<file path="src/rtl/busclk_stop_pkg.sv">
package busclk_stop_pkg;
    typedef enum logic [2:0] {
        ST_RUN_MIN,
        ST_RUN,
        ST_DRAIN,
        ST_OFF,
        ST_WAKE
    } gate_state_e;
endpackage

</file>
<file path="src/rtl/busclk_sync.sv">
// Multi-flop synchronizer for a single asynchronous level.
module busclk_sync #(
    parameter int   STAGES  = 2,
    parameter logic RST_VAL = 1'b1
) (
    input  logic clk,
    input  logic rst_n,
    input  logic d,
    output logic q
);
    logic [STAGES-1:0] chain_q;

    always_ff @(posedge clk) begin
        if (!rst_n) chain_q <= {STAGES{RST_VAL}};
        else        chain_q <= {chain_q[STAGES-2:0], d};
    end

    assign q = chain_q[STAGES-1];
endmodule

</file>
<file path="src/rtl/busclk_div.sv">
// Bus clock phase generator: divides the reference by 2*HALF_DIV.
module busclk_div #(
    parameter int HALF_DIV = 2
) (
    input  logic clk,
    input  logic rst_n,
    output logic bus_q,
    output logic nxt_hi,
    output logic rise_t,
    output logic fall_t
);
    localparam int CW = (HALF_DIV > 1) ? $clog2(HALF_DIV) : 1;

    logic [CW-1:0] ph_q;
    logic          tick;

    assign tick   = (ph_q == CW'(HALF_DIV - 1));
    assign rise_t = tick & ~bus_q;
    assign fall_t = tick &  bus_q;
    assign nxt_hi = tick ? ~bus_q : bus_q;

    always_ff @(posedge clk) begin
        if (!rst_n) begin
            ph_q  <= '0;
            bus_q <= 1'b0;
        end else begin
            ph_q  <= tick ? '0 : ph_q + CW'(1);
            bus_q <= nxt_hi;
        end
    end
endmodule

</file>
<file path="src/rtl/busclk_gate_fsm.sv">
// Sequencer deciding when the gated group is enabled.
module busclk_gate_fsm
    import busclk_stop_pkg::*;
#(
    parameter int MIN_ON = 10,
    parameter int ON_LAT = 3
) (
    input  logic clk,
    input  logic rst_n,
    input  logic stop_seen,
    input  logic rise_t,
    input  logic fall_t,
    output logic gate_nxt,
    output logic gate_q
);
    localparam int CW = $clog2(MIN_ON + ON_LAT + 1);

    gate_state_e st_q, st_d;
    logic [CW-1:0] cnt_q, cnt_d;
    logic          gate_d;

    // State register
    always_ff @(posedge clk) begin
        if (!rst_n) begin
            st_q   <= ST_RUN_MIN;
            cnt_q  <= '0;
            gate_q <= 1'b1;
        end else begin
            st_q   <= st_d;
            cnt_q  <= cnt_d;
            gate_q <= gate_d;
        end
    end

    // Next state and outputs
    always_comb begin
        st_d   = st_q;
        cnt_d  = cnt_q;
        gate_d = gate_q;
        unique case (st_q)
            ST_RUN_MIN: begin
                if (rise_t) begin
                    if (cnt_q == CW'(MIN_ON - 1)) begin
                        st_d  = ST_RUN;
                        cnt_d = '0;
                    end else begin
                        cnt_d = cnt_q + CW'(1);
                    end
                end
            end
            ST_RUN: begin
                if (stop_seen) begin
                    st_d  = ST_DRAIN;
                    cnt_d = '0;
                end
            end
            ST_DRAIN: begin
                if (rise_t) begin
                    cnt_d = CW'(1);
                end else if (fall_t && cnt_q == CW'(1)) begin
                    gate_d = 1'b0;
                    st_d   = ST_OFF;
                    cnt_d  = '0;
                end
            end
            ST_OFF: begin
                if (!stop_seen) begin
                    st_d  = ST_WAKE;
                    cnt_d = '0;
                end
            end
            ST_WAKE: begin
                if (rise_t) begin
                    cnt_d = cnt_q + CW'(1);
                end else if (fall_t && cnt_q == CW'(ON_LAT - 1)) begin
                    gate_d = 1'b1;
                    st_d   = ST_RUN_MIN;
                    cnt_d  = '0;
                end
            end
            default: begin
                st_d   = ST_RUN_MIN;
                cnt_d  = '0;
                gate_d = 1'b1;
            end
        endcase
    end

    assign gate_nxt = gate_d;
endmodule

</file>
<file path="src/rtl/busclk_stop_ctrl.sv">
// Top: free-running and gated bus clocks with synchronized stop control.
module busclk_stop_ctrl #(
    parameter int GCLK_W   = 7,
    parameter int HALF_DIV = 2,
    parameter int MIN_ON   = 10,
    parameter int ON_LAT   = 3,
    parameter int SYNC_N   = 2
) (
    input  logic              clk_ref,
    input  logic              rst_n,
    input  logic              stop_n_async,
    input  logic              stop_qual,
    output logic              free_clk,
    output logic [GCLK_W-1:0] gclk
);
    logic stop_n_s;
    logic stop_seen;
    logic nxt_hi, rise_t, fall_t;
    logic gate_nxt, gate_q;
    logic [GCLK_W-1:0] gclk_q;

    busclk_sync #(.STAGES(SYNC_N), .RST_VAL(1'b1)) sync_i (
        .clk   (clk_ref),
        .rst_n (rst_n),
        .d     (stop_n_async),
        .q     (stop_n_s)
    );

    busclk_div #(.HALF_DIV(HALF_DIV)) div_i (
        .clk    (clk_ref),
        .rst_n  (rst_n),
        .bus_q  (free_clk),
        .nxt_hi (nxt_hi),
        .rise_t (rise_t),
        .fall_t (fall_t)
    );

    assign stop_seen = ~stop_n_s & stop_qual;

    busclk_gate_fsm #(.MIN_ON(MIN_ON), .ON_LAT(ON_LAT)) fsm_i (
        .clk       (clk_ref),
        .rst_n     (rst_n),
        .stop_seen (stop_seen),
        .rise_t    (rise_t),
        .fall_t    (fall_t),
        .gate_nxt  (gate_nxt),
        .gate_q    (gate_q)
    );

    // Registered outputs: gated copy switches on the same edge as free_clk.
    always_ff @(posedge clk_ref) begin
        if (!rst_n) gclk_q <= '0;
        else        gclk_q <= {GCLK_W{nxt_hi & gate_nxt}};
    end

    assign gclk = gclk_q;
endmodule

</file>
<file path="config.mk">
export PLATFORM = sky130hd
export DESIGN_NAME = busclk_stop_ctrl
export DESIGN_NICKNAME = d
export VERILOG_FILES = /design/src/rtl/busclk_stop_pkg.sv /design/src/rtl/busclk_sync.sv /design/src/rtl/busclk_div.sv /design/src/rtl/busclk_gate_fsm.sv /design/src/rtl/busclk_stop_ctrl.sv
export SDC_FILE = /design/constraint.sdc
export NUM_CORES = 1
export LEC_CHECK = 0
export BUFFER_PORTS_ARGS = -buffer_cell sky130_fd_sc_hd__buf_4
export CORE_UTILIZATION = 35
export CTS_BUF_LIST = sky130_fd_sc_hd__clkbuf_8
export DETAILED_ROUTE_END_ITERATION = 12
export MAX_ROUTING_LAYER = met4
export SLEW_MARGIN = 20
export SYNTH_ARGS = -nofsm -noshare
export SYNTH_HDL_FRONTEND = slang
export SYNTH_SLANG_ARGS = --single-unit
</file>
<file path="constraint.sdc">
create_clock -name clk_ref -period 2.5 [get_ports clk_ref]
set_input_delay 0.5 -clock clk_ref [delete_from_list [all_inputs] [get_ports clk_ref]]
set_output_delay 0.5 -clock clk_ref [all_outputs]
set_load 0.02 [all_outputs]
</file>
Yosys cells after proc, flatten, opt, wreduce, memory -nomap -nowiden --
Cells that the tools add are included.
Storage, ports and cells: bits in registers 13, memory bits (writable) 0, ROM bits 0, output and inout port bits 8, memories 0, logic and storage cells 64, input bits 4, latch bits 0
Cells by class: $lt $le $gt $ge 0, $add $sub $neg 2, multiplexer cells 24, reductions and logical operators 7, shifts and indexed selects 0, equality and inequality tests 17, div/mod/pow operators 0, multipliers 0, bitwise gates (word level) 7
Operators by type and width (count):
- 2-to-1 mux 4 bit | 8
- 2-to-1 mux 3 bit | 8
- case mux 4 bit (5 select lines) | 1
- case mux 3 bit (5 select lines) | 1
- != test 2 x 1 -> 1 bit (second input constant) | 4
- != test 2 bit (second input constant) | 4
- AND reduction 8 bit | 1
- == test 3 x 2 -> 1 bit (second input constant) | 2
- != test 3 x 2 -> 1 bit (second input constant) | 2
- 2-to-1 mux 1 bit | 5
- AND reduction 5 bit | 1
- adder 4 x 1 -> 4 bit (second input constant) | 1
- AND 1 bit | 4
- == test 4 x 1 -> 1 bit (second input constant) | 1
- == test 4 x 2 -> 1 bit (second input constant) | 1
- == test 4 bit (second input constant) | 1
- == test 3 x 1 -> 1 bit (second input constant) | 1
- == test 3 bit (second input constant) | 1
- zero test 3 bit | 1
- NOT 1 bit | 3
- case mux 1 bit (3 select lines) | 1
- OR reduction 3 bit | 1
- logical AND 1 bit | 2
- OR reduction 2 bit | 1
- adder 1 bit (second input constant) | 1

Depth between registers and ports, before layout --
depth after elaboration 6, mapped depth 8, mapped depth without buffers 7

Hierarchy --
A second synthesis with hierarchy kept.
Unflattened totals: cells, all modules 93, area total of the unflattened synthesis 830.8 sq um
Modules (own cells, without submodules):
- busclk_gate_fsm | seq. area each 160.2 sq um, cells an instance 72, area an instance 600.6 sq um, instances 1
- busclk_div | seq. area each 40.0 sq um, cells an instance 8, area an instance 100.1 sq um, instances 1
- busclk_stop_ctrl | seq. area each 20.0 sq um, cells an instance 9, area an instance 77.6 sq um, instances 1
- busclk_sync | seq. area each 40.0 sq um, cells an instance 4, area an instance 52.6 sq um, instances 1

Worst setup path before layout --
Ideal clock, no wire load.
path type register -> register, from register div_i.bus_q, to register fsm_i.st_q[1], setup time 75 ps, path buffers 1, data required time 2425 ps, cell stages (with the launch flop) 8, arrival 1816 ps, period minus slack after synthesis 1892 ps, slack 608 ps, path through dfxtp_1 inv_1 ha_1 clkbuf_2 o211ai_2 o2111ai_2 or4b_1 a31oi_1
On the way: word-level cells in the longest chain between the ends 4, elaborated cells on any way between the ends 11, those cells by class eq/ne (5); bitwise (3); reduce/logical (3)
RTL lines:
- from (decl) | RTL line busclk_div.sv:7 | output logic bus_q,
- from (signal assigned) | RTL line busclk_div.sv:28 | bus_q <= nxt_hi;
- AND 1 bit or NOT 1 bit (tied branches) | RTL line busclk_div.sv:19, busclk_div.sv:18
- logical AND 1 bit, or another cell as far along | RTL line busclk_gate_fsm.sv:75 | end else if (fall_t && cnt_q == CW'(ON_LAT - 1)) begin
- != test 2 x 1 -> 1 bit (no line) or != test 2 bit (tied branches)
- AND reduction 8 bit (no line) (*)
- to (signal assigned) | RTL line busclk_gate_fsm.sv:29 | st_q <= st_d;
- to (decl) | RTL line busclk_gate_fsm.sv:18 | gate_state_e st_q, st_d;
Every way passes the cells marked *; elsewhere a longest branch is shown, timed or not. A chain may end at the register's enable or synchronous reset.

Final worst setup path --
Ends and elaborated chain as after synthesis.

==> flow_summary.ini <==
[die]
coreArea_sq_mm = 0.00206
ios = 12
die_h_um = 49.9
rows = 16
die_area_sq_mm = 0.00249
start_util = 0.390
dieWidth_um = 49.9

[grt]
grt_max_degree = 14
grtUsageTotal = 0.138
overflow = 0
antenna_found_initial = 0
grt_pass1_wl_um = 2620
grt_pass1_vias = 583

[logic_synthesis]
ys_seq_area_frac = 0.324
ys.flop_type = dfxtp_1
ys_seq_elements = 13
synth_cell_types = 39
syn_inst = 90
syn_nets = 99
avgSynthCellArea_sq_um = 8.93
ys_async_sr_fraction = 0
yosys_warnings = 0
synth.cell_area_sq_um = 803
synth_enable_flop_cells = 0

[timing]
tns_ns = 0
hold_viol = 0
worst_hold_slack_ns = 0.444
finalCritPeriodShare = 0.772
fin_crit_ns = 1.93
worst_pin_slew_ns = 0.565
setup_violations = 0
slew_viol_final = 0
fmax_mhz = 518
slew_headroom = 0.623
setup_slack_ns = 0.571
rsz0062_at_grt = no
finClkSkew_ns = 0.00153

[setup_path]
start_kind = flop
crit_path_max_incr_delay_ns = 0.49
r2r-start = div_i.bus_q
crit_arrival_ns = 2.09
worstPathCellList = inv_1, ha_1, nor3_1, a211oi_2, o2111ai_2, or4b_1, a31oi_1
slowest_stage = or4b_1
cp.depth = 7
critPathKind = flop to flop
ff2ff_setup_slack_ns = 0.57
worstPathRequired_ns = 2.66
critPathCaptureType = flop
r2r_cells = 7
critPathBufInv = 1
timing.rr.end = fsm_i.st_q[1]
crit_fanout = 9
path_delay_family = simple AND/OR/NAND/NOR gates

[pwr]
powerDensity_mw_per_mm2 = 682
total_power_mw = 0.608
worst_ir_drop_vdd_mv = 0.579
leakage_nw = 0.332

[finish]
n_antenna_cell = 0
final_area_sq_um = 891
synthToLayoutAreaGrowth_pct = 10.9
finalNetCount = 105
fin_util = 0.432
drive_gt1_frac = 0.200
stdcell_count = 122

[clock_network]
cts.sinks = 13
numCtsBuffers = 3
cts_resized = 0
clkTransAtPathRegs_ns = 0.06
ctsHoldBuffers = 0
cts-htree-levels = 1
clock-root-buffer = clkbuf_8
cts_tree = yes
worst_skew_pair.late_latency_ns = 0.24
clockBufferDepth = 2
post_cts_buffers = 0

[worst_hold_path]
hp-start = stop_n_async
min_path_type = primary input to flop
min_path_cells = 2
min_to = sync_i.chain_q[0]

[placed_design]
dp.cells = 118
place.gp.congestion = 0.776
port_buffers = 11
dp_hpwl_um = 1120
place_ws_ns = 0.508
post_dp_cell_area_sq_um = 846

[detailed_routing]
ant_nets = 0
highest_layer = met3
vias = 633
viasPerCell = 5.19
wire_per_inst_um = 12.5
drc = 0
met2_length_um = 659
drtPass1Iterations = 4
drt-total-wl_um = 1520
drt_iter0_markers = 13
wl_met1_um = 826
wl_met3_um = 36

[run]
drv_cap = 0

[run_status]
status = finished clean
-- how the worst max path moves through the flow --
| stage | end | slack, ns | startpoint |
|---|---|---|---|
| floorplan | fsm_i.st_q[1] | 0.61 | div_i.bus_q |
| global placement | fsm_i.st_q[1] | 0.55 | stop_qual |
| detailed placement | fsm_i.st_q[1] | 0.51 | stop_qual |
| CTS | fsm_i.st_q[1] | 0.56 | div_i.bus_q |
| global route | fsm_i.st_q[1] | 0.43 | div_i.bus_q |
| finish | fsm_i.st_q[1] | 0.57 | div_i.bus_q |
-- kinds of logic (layout without fill, tap and decap cells) --
group,after synthesis,after routing,share of synthesized area
and+or+nand+nor,37,37,0.282
AOI/OAI and AO/OA,21,21,0.206
buffers and inverters,14,19,0.111
DFF,13,13,0.324
adders and majority gates,5,5,0.0779
-- sequential cells by signal (all words and copies together), names as in the netlist --
name            count
fsm_i.cnt_q         4
fsm_i.st_q          3
sync_i.chain_q      2
div_i.bus_q         1
div_i.ph_q          1
fsm_i.gate_q        1
gclk                1
-- layout by cell type (no fill, tap or decap), drive strengths merged, types with 2 or more instances in the layout --
cell type / n
a211oi: 2
a21oi: 3
buf: 11
clkbuf: 3
dfxtp: 13
ha: 5
inv: 4
nand2: 7
nand2b: 3
nand3: 2
nand3b: 3
nand4bb: 2
nor2: 6
nor2b: 3
nor3: 3
o211ai: 4
o21ai: 3
o41ai: 2
-- cell type report --
| class | count | area (sq um) |
|---|---|---|
| well taps | 27 | 33.8 |
| inverters | 4 | 15.0 |
| clock inverters | 1 | 3.75 |
| repair buffers | 11 | 82.6 |
| fillers | 211 | 1170 |
| clock buffers | 3 | 41.3 |
| flip-flops and latches | 13 | 260 |
| multi-input cells | 63 | 454 |
-- synthesized netlist by cell type (3+ instances only) --
cell type	number	area (sq um)
buf_4	7	52.6
nand2_1	7	26.3
o21ai_0	3	15.0
ha_1	5	62.6
o211ai_1	3	22.5
nor3_1	3	15.0
nand2b_1	3	18.8
nand3b_1	3	22.5
dfxtp_1	13	260
nor2_1	6	22.5
inv_1	3	11.3
a21oi_1	3	15.0
-- per-layer routing --
metal,GRT usage,up-vias
li1,-,328
met1,0.192,297
met2,0.200,8
met3,0.0463,0
met4,0.00952,0
met5,-,-
-- where the power goes --
part           leakage, nW  total (mW)  switching (mW)  internal [mW]
sequential           0.106       0.258          0.0320          0.227
combinational        0.199       0.168          0.0950         0.0730
clock               0.0269       0.181          0.0732          0.108
No activity file was read; power rests on OpenSTA's default activity.
